[src/rtl/tmr_pair_pkg.sv]
package tmr_pair_pkg;

    // Enable-field encoding, shared by both halves
    typedef enum logic [1:0] {
        EN_OFF  = 2'd0,
        EN_ONCE = 2'd1,
        EN_LOOP = 2'd2,
        EN_RSVD = 2'd3
    } en_mode_e;

    // Global mode select; only the unchained value makes the counters run
    localparam logic [1:0] GMODE_UNCHAINED = 2'd1;

    // Register offsets (byte addresses)
    localparam logic [7:0] OFS_ID     = 8'h00;
    localparam logic [7:0] OFS_CNT_LO = 8'h10;
    localparam logic [7:0] OFS_CNT_HI = 8'h14;
    localparam logic [7:0] OFS_PRD_LO = 8'h18;
    localparam logic [7:0] OFS_PRD_HI = 8'h1C;
    localparam logic [7:0] OFS_CTRL   = 8'h20;
    localparam logic [7:0] OFS_GCTL   = 8'h24;

    // Field positions
    localparam int unsigned EN_LO_LSB = 6;
    localparam int unsigned EN_HI_LSB = 22;
    localparam int unsigned GCTL_W    = 4;

endpackage

[src/rtl/tmr_half.sv]
module tmr_half
    import tmr_pair_pkg::*;
#(
    parameter int unsigned CNT_W = 32
) (
    input  logic             clk_i,
    input  logic             rst_ni,
    input  logic             rel_i,       // 1 = released from reset
    input  logic             run_mode_i,  // global mode allows counting
    input  logic             cnt_we_i,
    input  logic             prd_we_i,
    input  logic             en_we_i,
    input  logic [CNT_W-1:0] wdata_i,
    input  en_mode_e         en_wdata_i,
    output logic [CNT_W-1:0] cnt_o,
    output logic [CNT_W-1:0] prd_o,
    output en_mode_e         en_o,
    output logic             irq_o
);

    typedef struct packed {
        logic [CNT_W-1:0] cnt;
        logic [CNT_W-1:0] prd;
        en_mode_e         en;
        logic             irq;
    } half_s;

    half_s s_d, s_q;
    logic  active;
    logic  hit;

    always_comb begin
        s_d     = s_q;
        s_d.irq = 1'b0;
        active  = run_mode_i && ((s_q.en == EN_ONCE) || (s_q.en == EN_LOOP));
        hit     = (s_q.cnt == s_q.prd);

        if (prd_we_i) begin
            s_d.prd = wdata_i;
        end

        if (!rel_i) begin
            s_d.cnt = '0;
        end else if (cnt_we_i) begin
            s_d.cnt = wdata_i;
        end else if (active) begin
            if (hit) begin
                s_d.irq = 1'b1;
                if (s_q.en == EN_LOOP) begin
                    s_d.cnt = '0;
                end else begin
                    s_d.en = EN_OFF;
                end
            end else begin
                s_d.cnt = s_q.cnt + 1'b1;
            end
        end

        // a software write to the enable field wins over the one-shot self-clear
        if (en_we_i) begin
            s_d.en = en_wdata_i;
        end
    end

    always_ff @(posedge clk_i or negedge rst_ni) begin
        if (!rst_ni) begin
            s_q <= '0;
        end else begin
            s_q <= s_d;
        end
    end

    assign cnt_o = s_q.cnt;
    assign prd_o = s_q.prd;
    assign en_o  = s_q.en;
    assign irq_o = s_q.irq;

endmodule

[src/rtl/tmr_regmap.sv]
module tmr_regmap
    import tmr_pair_pkg::*;
#(
    parameter int unsigned ADDR_W = 8,
    parameter int unsigned CNT_W  = 32,
    parameter logic [CNT_W-1:0] ID_VAL = '0
) (
    input  logic              wr_i,
    input  logic [ADDR_W-1:0] addr_i,
    input  logic [CNT_W-1:0]  cnt_lo_i,
    input  logic [CNT_W-1:0]  cnt_hi_i,
    input  logic [CNT_W-1:0]  prd_lo_i,
    input  logic [CNT_W-1:0]  prd_hi_i,
    input  en_mode_e          en_lo_i,
    input  en_mode_e          en_hi_i,
    input  logic [GCTL_W-1:0] gctl_i,
    output logic [1:0]        cnt_we_o,
    output logic [1:0]        prd_we_o,
    output logic              ctrl_we_o,
    output logic              gctl_we_o,
    output logic [CNT_W-1:0]  rdata_o
);

    assign cnt_we_o[0] = wr_i && (addr_i == ADDR_W'(OFS_CNT_LO));
    assign cnt_we_o[1] = wr_i && (addr_i == ADDR_W'(OFS_CNT_HI));
    assign prd_we_o[0] = wr_i && (addr_i == ADDR_W'(OFS_PRD_LO));
    assign prd_we_o[1] = wr_i && (addr_i == ADDR_W'(OFS_PRD_HI));
    assign ctrl_we_o   = wr_i && (addr_i == ADDR_W'(OFS_CTRL));
    assign gctl_we_o   = wr_i && (addr_i == ADDR_W'(OFS_GCTL));

    always_comb begin
        rdata_o = '0;
        case (addr_i)
            ADDR_W'(OFS_ID):     rdata_o = ID_VAL;
            ADDR_W'(OFS_CNT_LO): rdata_o = cnt_lo_i;
            ADDR_W'(OFS_CNT_HI): rdata_o = cnt_hi_i;
            ADDR_W'(OFS_PRD_LO): rdata_o = prd_lo_i;
            ADDR_W'(OFS_PRD_HI): rdata_o = prd_hi_i;
            ADDR_W'(OFS_CTRL): begin
                rdata_o[EN_LO_LSB +: 2] = en_lo_i;
                rdata_o[EN_HI_LSB +: 2] = en_hi_i;
            end
            ADDR_W'(OFS_GCTL):   rdata_o[GCTL_W-1:0] = gctl_i;
            default:             rdata_o = '0;
        endcase
    end

endmodule

[src/rtl/tmr_pair.sv]
module tmr_pair
    import tmr_pair_pkg::*;
#(
    parameter int unsigned ADDR_W = 8,
    parameter int unsigned CNT_W  = 32,
    parameter logic [CNT_W-1:0] ID_VAL = 32'h0044_0701
) (
    input  logic              clk_i,
    input  logic              rst_ni,
    input  logic              bus_wr_i,
    input  logic [ADDR_W-1:0] bus_addr_i,
    input  logic [CNT_W-1:0]  bus_wdata_i,
    output logic [CNT_W-1:0]  bus_rdata_o,
    output logic              irq_lo_o,
    output logic              irq_hi_o
);

    localparam int unsigned NUM_HALF = 2;

    logic [GCTL_W-1:0] gctl_d, gctl_q;
    logic [1:0]        cnt_we, prd_we;
    logic              ctrl_we, gctl_we;
    logic              run_mode;
    logic [CNT_W-1:0]  cnt_w [NUM_HALF];
    logic [CNT_W-1:0]  prd_w [NUM_HALF];
    en_mode_e          en_w  [NUM_HALF];
    logic [NUM_HALF-1:0] irq_w;

    always_comb begin
        gctl_d = gctl_q;
        if (gctl_we) begin
            gctl_d = bus_wdata_i[GCTL_W-1:0];
        end
    end

    always_ff @(posedge clk_i or negedge rst_ni) begin
        if (!rst_ni) begin
            gctl_q <= '0;
        end else begin
            gctl_q <= gctl_d;
        end
    end

    assign run_mode = (gctl_q[3:2] == GMODE_UNCHAINED);

    for (genvar g = 0; g < NUM_HALF; g++) begin : g_half
        localparam int unsigned LSB = (g == 0) ? EN_LO_LSB : EN_HI_LSB;
        tmr_half #(.CNT_W(CNT_W)) u_half (
            .clk_i      (clk_i),
            .rst_ni     (rst_ni),
            .rel_i      (gctl_q[g]),
            .run_mode_i (run_mode),
            .cnt_we_i   (cnt_we[g]),
            .prd_we_i   (prd_we[g]),
            .en_we_i    (ctrl_we),
            .wdata_i    (bus_wdata_i),
            .en_wdata_i (en_mode_e'(bus_wdata_i[LSB +: 2])),
            .cnt_o      (cnt_w[g]),
            .prd_o      (prd_w[g]),
            .en_o       (en_w[g]),
            .irq_o      (irq_w[g])
        );
    end

    tmr_regmap #(
        .ADDR_W (ADDR_W),
        .CNT_W  (CNT_W),
        .ID_VAL (ID_VAL)
    ) u_regmap (
        .wr_i      (bus_wr_i),
        .addr_i    (bus_addr_i),
        .cnt_lo_i  (cnt_w[0]),
        .cnt_hi_i  (cnt_w[1]),
        .prd_lo_i  (prd_w[0]),
        .prd_hi_i  (prd_w[1]),
        .en_lo_i   (en_w[0]),
        .en_hi_i   (en_w[1]),
        .gctl_i    (gctl_q),
        .cnt_we_o  (cnt_we),
        .prd_we_o  (prd_we),
        .ctrl_we_o (ctrl_we),
        .gctl_we_o (gctl_we),
        .rdata_o   (bus_rdata_o)
    );

    assign irq_lo_o = irq_w[0];
    assign irq_hi_o = irq_w[1];

endmodule

[config.mk]
export PLATFORM = sky130hd
export DESIGN_NAME = tmr_pair
export DESIGN_NICKNAME = d
export VERILOG_FILES = /design/src/rtl/tmr_pair_pkg.sv /design/src/rtl/tmr_half.sv /design/src/rtl/tmr_regmap.sv /design/src/rtl/tmr_pair.sv
export SDC_FILE = /design/constraint.sdc
export NUM_CORES = 1
export LEC_CHECK = 0
export ABC_CLOCK_PERIOD_IN_PS = 4100
export BUFFER_PORTS_ARGS = -buffer_cell sky130_fd_sc_hd__buf_2
export CAP_MARGIN = 10
export CORE_MARGIN = 3
export CORE_UTILIZATION = 40
export CTS_BUF_LIST = sky130_fd_sc_hd__clkbuf_4
export CTS_CLUSTER_SIZE = 12
export DETAILED_ROUTE_END_ITERATION = 16
export PLACE_DENSITY = 0.65
export RECOVER_POWER = 100
export SYNTH_ARGS = -nofsm -noshare
export SYNTH_HDL_FRONTEND = slang
export SYNTH_SLANG_ARGS = --single-unit
[constraint.sdc]
create_clock -name clk_i -period 4.1 [get_ports clk_i]
set_input_delay 0 -clock clk_i [delete_from_list [all_inputs] [get_ports clk_i]]
set_output_delay 0 -clock clk_i [all_outputs]
set_load 0.02 [all_outputs]
==> metrics.txt, run 1 <==
count leader, synth dfrtp_1; largest net degree at the start of global routing 102; Post-Place Cells 1240; Period minus WS final 3.30 ns; Mean Syn Cell Area 9.66 µm²; max cap viols 2; CTS tree built; Ys Warns 0; Synth Cell Area 9100 µm²; CP cell instances xor2_1 > nor4_1 > nand4_1 > o41ai_1 > buf_4 > o22ai_1; Synth Area in Compound Gates 0.224; mux cell area share after synthesis 0.119; Residual DRC 0; Final nets 1062; final core utilization 0.452; failing checks capacitance limit, slew limit; TNS Setup 0 ns; latest clock arrival within the worst-skew pair 0.58 ns; static leakage 4.31 nW; Crit Path Max Fanout 12; Layout Skew 0.0226 ns; clock buffer depth 2; Reg2Reg Capture Point g_half[0].u_half.cnt_o[21]; R2R Setup Slk 0.80 ns; H-tree levels 4; Top FF cell, synth dfrtp_1; end of the critical path g_half[0].u_half.cnt_o[21]; Sink Count 138; WL final 31000 µm; WP data arrival 3.75 ns; Yosys reg bits 138; synth unique cells 76; reg2reg path depth 6; dpl hpwl 23100 µm; WS Path Type reg -> reg; worst ir drop on vdd 157 µV; number of nets with antenna violations after routing 0; Finished Layout Cells 1308; I/O Pins 77; Die X 157 µm; reg2reg start g_half[0].u_half.cnt_o[4]; initial core utilization 0.412; First-pass DRT Iterations 5; DIE AREA 24600 µm²; Worst Max-Slew Pin Slew 2.68 ns; crit path capture type flip-flop; max-slew violation count 109; Pwr Density 279 nW/µm²; drt wl/cell 23.7 µm; CTS Root Cell clkbuf_4; Layout area overhead 9.64%; Worst Setup Start Kind flip-flop; CP max stage cell o41ai_1; layout cells sized above 1 0.119; ys async rst share 1.00; Mapped Nets 989; initial DRC count 905; Die Height 157 µm; synth top area cells dfrtp_1 (38%), mux2_4 (9.9%), nand2_1 (4.4%); Hold-fix buffers, CTS 36; grt ovf 0; top cell type's share of synthesized area 0.379; post-synthesis sequential area ratio 0.379; Num CTS Buffers 17; Port Buffer Count 76; HP Start bus_addr_i[5]; synthesized instance count 942; count of final setup violators 0; CP peak stage delay 1.32 ns; Synth Area in Adders 0.00550; EDFF count, synth 0; vias in the first global route 7671; XOR/XNOR share of the synthesized area 0.0616; fmax 303 MHz; Worst setup startpoint g_half[0].u_half.cnt_o[4]; Hold Vio Cnt, Final 0; status finished with violations; simple-gate area share of the yosys netlist 0.165; largest family of logic cells by synthesized area compound AO/OA/AOI/OAI gates; Hold WC Path Type in -> reg; GRT Util Overall 0.251; post-CTS resize count 0; clock slew at reported path FFs 0.12 ns; Rel. slew slack -0.789; via count 8262; most frequent cells after synthesis dfrtp_1 (138), nand2_1 (106), mux2_4 (60); GPL Wtd Cong 0.945; postcts setup bufs 0; FP Rows 54; routed vias/inst 6.32; Req. time, crit path 4.55 ns; antenna violations before repair 1; final instance area 9980 µm²; first-pass GRT wire length 47100 µm; Yosys top cell by area dfrtp_1; Layout fillers 2190; RSZ-0062 raised after global routing no; core area 22100 µm²; Post-Place Cell Area 9650 µm²; Period Utilization, post-route 0.805
## cells by family after synthesis
logic type                 after synthesis
and+or+nand+nor                        290
AOI/OAI and AO/OA                      275
DFF                                    138
buffers and inverters                   94
muxes                                   77
xor gates and xnor gates                64
adders and majority gates                4
## worst max-delay path, delay by kind of cell (launching register included)
kind            cells  cell delay [ns]
buf+inv             1             0.38
xor+xnor            1             0.20
simple gates        2             0.64
flops               1             0.52
compound gates      2             1.44
## how the worst min path moves through the flow
stage | slack (ns) | depth (start not counted) | to
6_report | 0.08 | 5 | g_half[1].u_half.en_o[1]
5_1_grt | 0.09 | 5 | g_half[0].u_half.en_o[0]
4_1_cts | 0.05 | 5 | g_half[1].u_half.en_o[1]
3_5_place_dp | 0.20 | 1 | g_half[1].u_half.cnt_o[24]
3_3_place_gp | 0.19 | 1 | g_half[1].u_half.cnt_o[25]
2_1_floorplan | -0.30 | 0 | g_half[0].u_half.cnt_o[0]
## per-layer routing
| metal | track usage | up-vias | routed length [µm] |
|---|---|---|---|
| met2 | 0.381 | 377 | 14000 |
| li1 | - | 3772 | - |
| met1 | 0.368 | 4063 | 14000 |
| met5 | 0 | - | 0 |
| met4 | 0.0779 | 0 | 801 |
| met3 | 0.0379 | 50 | 2250 |
## metrics by stage
step	setup WS (ns)	hold WS, ns	power (mW)
after floorplan	1.68	-0.296	1.68
final	0.799	0.0810	2.79
after global routing	0.587	0.0894	2.88
after global placement	1.03	0.194	1.86
after detailed placement	0.986	0.201	1.86
after CTS	1.16	0.0524	2.82
## power breakdown
part	switching, mW	internal, mW
Sequential	0.0405	1.40
Combinational	0.269	0.128
Clock	0.541	0.411
Total	0.851	1.93
## flip-flops by register name (all words and copies together) (netlist names)
register	count
g_half.u_half.cnt_o	64
g_half.u_half.prd_o	64
g_half.u_half.en_o	4
gctl_q	4
g_half.u_half.irq_o	2
## cells in the final DEF (no fill, tap or decap), types with 7 or more instances in the layout
master         netlist  final
a22o_1               7      7
o41ai_1             13     14
buf_4                2     16
mux2_1               0     57
dfrtp_1            138    138
a222oi_1             7      7
nand2_1            106    107
nor2_1              33     32
clkbuf_4             0     17
nor3_1              18     17
or3_1                8      8
a21oi_1             40     40
xnor2_1             32     32
buf_2               12     41
xor2_1              32     32
nor4_1              27     27
a221o_1              9      9
o31a_1              14     14
nand3_1             24     25
o22ai_1             35     35
mux2i_1              8      8
clkbuf_1            55     36
o21ai_0             17     18
a22oi_1             48     48
dlygate4sd3_1        0     36
mux2_2               9      9
and3_1               9      9
o31ai_1             26     26
nand4_1             30     30
inv_1               16     16
## layout make-up
class / count / area (µm²) / area share
Antenna cell: 1 / 2.50 / 0.000251
Timing Repair Buffer: 131 / 831 / 0.0833
Inverter: 17 / 63.8 / 0.00639
Multi-Input combinational cell: 710 / 4990 / 0.500
Sequential cell: 138 / 3450 / 0.346
Clock inverter: 14 / 156 / 0.0157
Clock buffer: 17 / 128 / 0.0128
Tap cell: 280 / 350 / 0.0351
No activity file was read; power rests on OpenSTA's default activity.
==> run 2, diff against run 1 <==
--- a/config.mk
+++ b/config.mk
@@ -5,7 +5,7 @@
 export SDC_FILE = /design/constraint.sdc
 export NUM_CORES = 1
 export LEC_CHECK = 0
-export ABC_CLOCK_PERIOD_IN_PS = 4100
+export ABC_CLOCK_PERIOD_IN_PS = 3300
 export BUFFER_PORTS_ARGS = -buffer_cell sky130_fd_sc_hd__buf_2
 export CAP_MARGIN = 10
 export CORE_MARGIN = 3
==> constraint.sdc (replaced) <==
create_clock -name clk_i -period 3.3 [get_ports clk_i]
set_input_delay 0 -clock clk_i [delete_from_list [all_inputs] [get_ports clk_i]]
set_output_delay 0 -clock clk_i [all_outputs]
set_load 0.02 [all_outputs]
==> metrics.txt, run 2 (same netlist as run 1, synthesis figures left out) <==
first-pass GRT wire length 49400 µm; GPL Wtd Cong 0.926; RSZ-0062 raised after global routing no; Reg2Reg Capture Point g_half[1].u_half.cnt_o[14]; count of final setup violators 0; Period Utilization, post-route 0.933; Worst Max-Slew Pin Slew 2.33 ns; Residual DRC 0; reg2reg start g_half[1].u_half.cnt_o[24]; GRT Util Overall 0.263; Final nets 1078; commonest non-fill, non-tap cell in the layout dfrtp_1; Layout fillers 2219; I/O Pins 77; postcts setup bufs 0; TNS Setup 0 ns; worst hold stages 6; Num CTS Buffers 17; CTS Root Cell clkbuf_4; drt wl/cell 24.4 µm; number of nets with antenna violations after routing 0; initial core utilization 0.412; H-tree levels 4; clock slew at reported path FFs 0.13 ns; via count 8525; First-pass DRT Iterations 5; Finished Layout Cells 1327; clock buffer depth 2; Period minus WS final 3.08 ns; Hold Path Sink g_half[1].u_half.en_o[1]; grt ovf 0; CP peak stage delay 0.69 ns; CP cell instances dlygate4sd3_1 > clkbuf_1 > or4b_2 > dlygate4sd3_1 > o31ai_4 > nor2_1 > nand3_2 > nand2_1 > a221o_1; antenna violations before repair 2; combinational power share 0.153; R2R Setup Slk 0.40 ns; dpl hpwl 23500 µm; Rel. slew slack -0.554; failing checks capacitance limit, slew limit; kind of cell adding the most delay to the critical path simple AND/OR/NAND/NOR gates; latest clock arrival within the worst-skew pair 0.58 ns; Post-Place Cells 1255; CP max stage cell or4b_2; Hold Vio Cnt, Final 0; crit path capture type flip-flop; max-slew violation count 151; WS Path Type in -> reg; WP data arrival 3.55 ns; WHS 0.0285 ns; FP Rows 54; Clk pwr share 0.312; reg2reg path depth 8; Worst Setup Start Kind input pin; post-CTS resize count 0; static leakage 4.36 nW; HP Start bus_addr_i[5]; routed vias/inst 6.42; initial DRC count 772; Die X 157 µm; buffers and inverters on the worst path 3; Port Buffer Count 76; vias in the first global route 8078; Switch Pwr 1.05 mW; Seq pwr share 0.535; Die Height 157 µm; CTS tree built; status finished with violations; Internal Dissipation 2.28 mW; fmax 325 MHz; WL final 32400 µm; Layout area overhead 10.4%; Req. time, crit path 3.78 ns; worst ir drop on vdd 175 µV; Layout Skew 0.0184 ns; Hold WC Path Type in -> reg; most frequent cells in the layout dfrtp_1 (138), nand2_1 (108), mux2_1 (56); core area 22100 µm²; layout cells sized above 1 0.127; Net Sw Frac 0.316; largest net degree at the start of global routing 85; Crit Path Max Fanout 10; DIE AREA 24600 µm²; Pwr Density 331 nW/µm²; most frequent CP cell dlygate4sd3_1; max cap viols 3; Sink Count 138
==> run 2: changes by cell type in the layout (fill, tap and decap cells not counted), moves of 2 or more <==
| cell | before | now |
|---|---|---|
| clkbuf_1 | 36 | 38 |
| buf_4 | 16 | 24 |
| clkbuf_2 | 2 | 7 |
| clkinv_2 | 6 | 3 |
| clkinv_1 | 2 | 7 |
| clkbuf_4 | 17 | 20 |
| clkinv_4 | 2 | 0 |
| diode_2 | 1 | 3 |
| bufinv_16 | 3 | 1 |
==> run 2: per-layer routing <==
| metal | wire length, µm | GRT usage | vias up |
|---|---|---|---|
| li1 | - | - | 3809 |
| met3 | 2500 | 0.0423 | 68 |
| met4 | 953 | 0.0846 | 0 |
| met2 | 14800 | 0.403 | 400 |
| met1 | 14100 | 0.380 | 4248 |
| met5 | 0 | 0 | - |
==> run 2: layout make-up <==
class | count | area (µm²) | share of cell area
Timing Repair Buffer | 147 | 933 | 0.0929
Multi-Input combinational cell | 710 | 5010 | 0.499
Sequential cell | 138 | 3450 | 0.344
Tap cell | 280 | 350 | 0.0349
Clock inverter | 12 | 82.6 | 0.00822
Clock buffer | 20 | 150 | 0.0149
Antenna cell | 3 | 7.51 | 0.000747
Inverter | 17 | 63.8 | 0.00635
==> run 2: how the worst max path moves through the flow <==
stage                                from                    endpoint  depth (start not counted)
2_1_floorplan  g_half[1].u_half.cnt_o[16]  g_half[1].u_half.cnt_o[30]                         10
6_report                    bus_addr_i[0]   g_half[1].u_half.cnt_o[8]                          9
5_1_grt                     bus_addr_i[0]   g_half[1].u_half.cnt_o[8]                          9
3_3_place_gp                bus_addr_i[2]   g_half[1].u_half.cnt_o[5]                          7
4_1_cts                     bus_addr_i[0]   g_half[1].u_half.cnt_o[8]                          9
3_5_place_dp                bus_addr_i[2]   g_half[1].u_half.cnt_o[8]                          7
==> run 2: through the flow <==
stage / area (µm²) / worst slack (ns) / power [mW] / util
finish: 10100 / 0.222 / 3.33 / 0.455
detailed placement: 9760 / 0.579 / 2.33 / 0.442
global route: 10000 / 0.118 / 3.45 / 0.455
global placement: 9760 / 0.618 / 2.33 / 0.442
CTS: 10400 / 0.262 / 3.38 / 0.469
floorplan: 9100 / 0.881 / 2.09 / -
==> run 2: what timing repair did <==
item,4_1_cts,5_1_grt
setup endpoints to repair,0,0
hold endpoints to repair,215,0
hold buffers,37,0
==> run 2: tightest hold or removal path, cell delays in order <==
cell and delay [ns]:
buf_2 0.11, nand2_1 0.09, nor3_1 0.07, buf_4 0.17, nand2_1 0.07, o31ai_1 0.06
==> run 2: power by group through the flow <==
stage / clock (mW) / sequential [mW] / combinational [mW]
4_1_cts: 1.05 / 1.78 / 0.551
2_1_floorplan: 0 / 1.80 / 0.295
3_3_place_gp: 0 / 1.81 / 0.519
3_5_place_dp: 0 / 1.81 / 0.516
6_report: 1.04 / 1.78 / 0.511
5_1_grt: 1.11 / 1.79 / 0.549
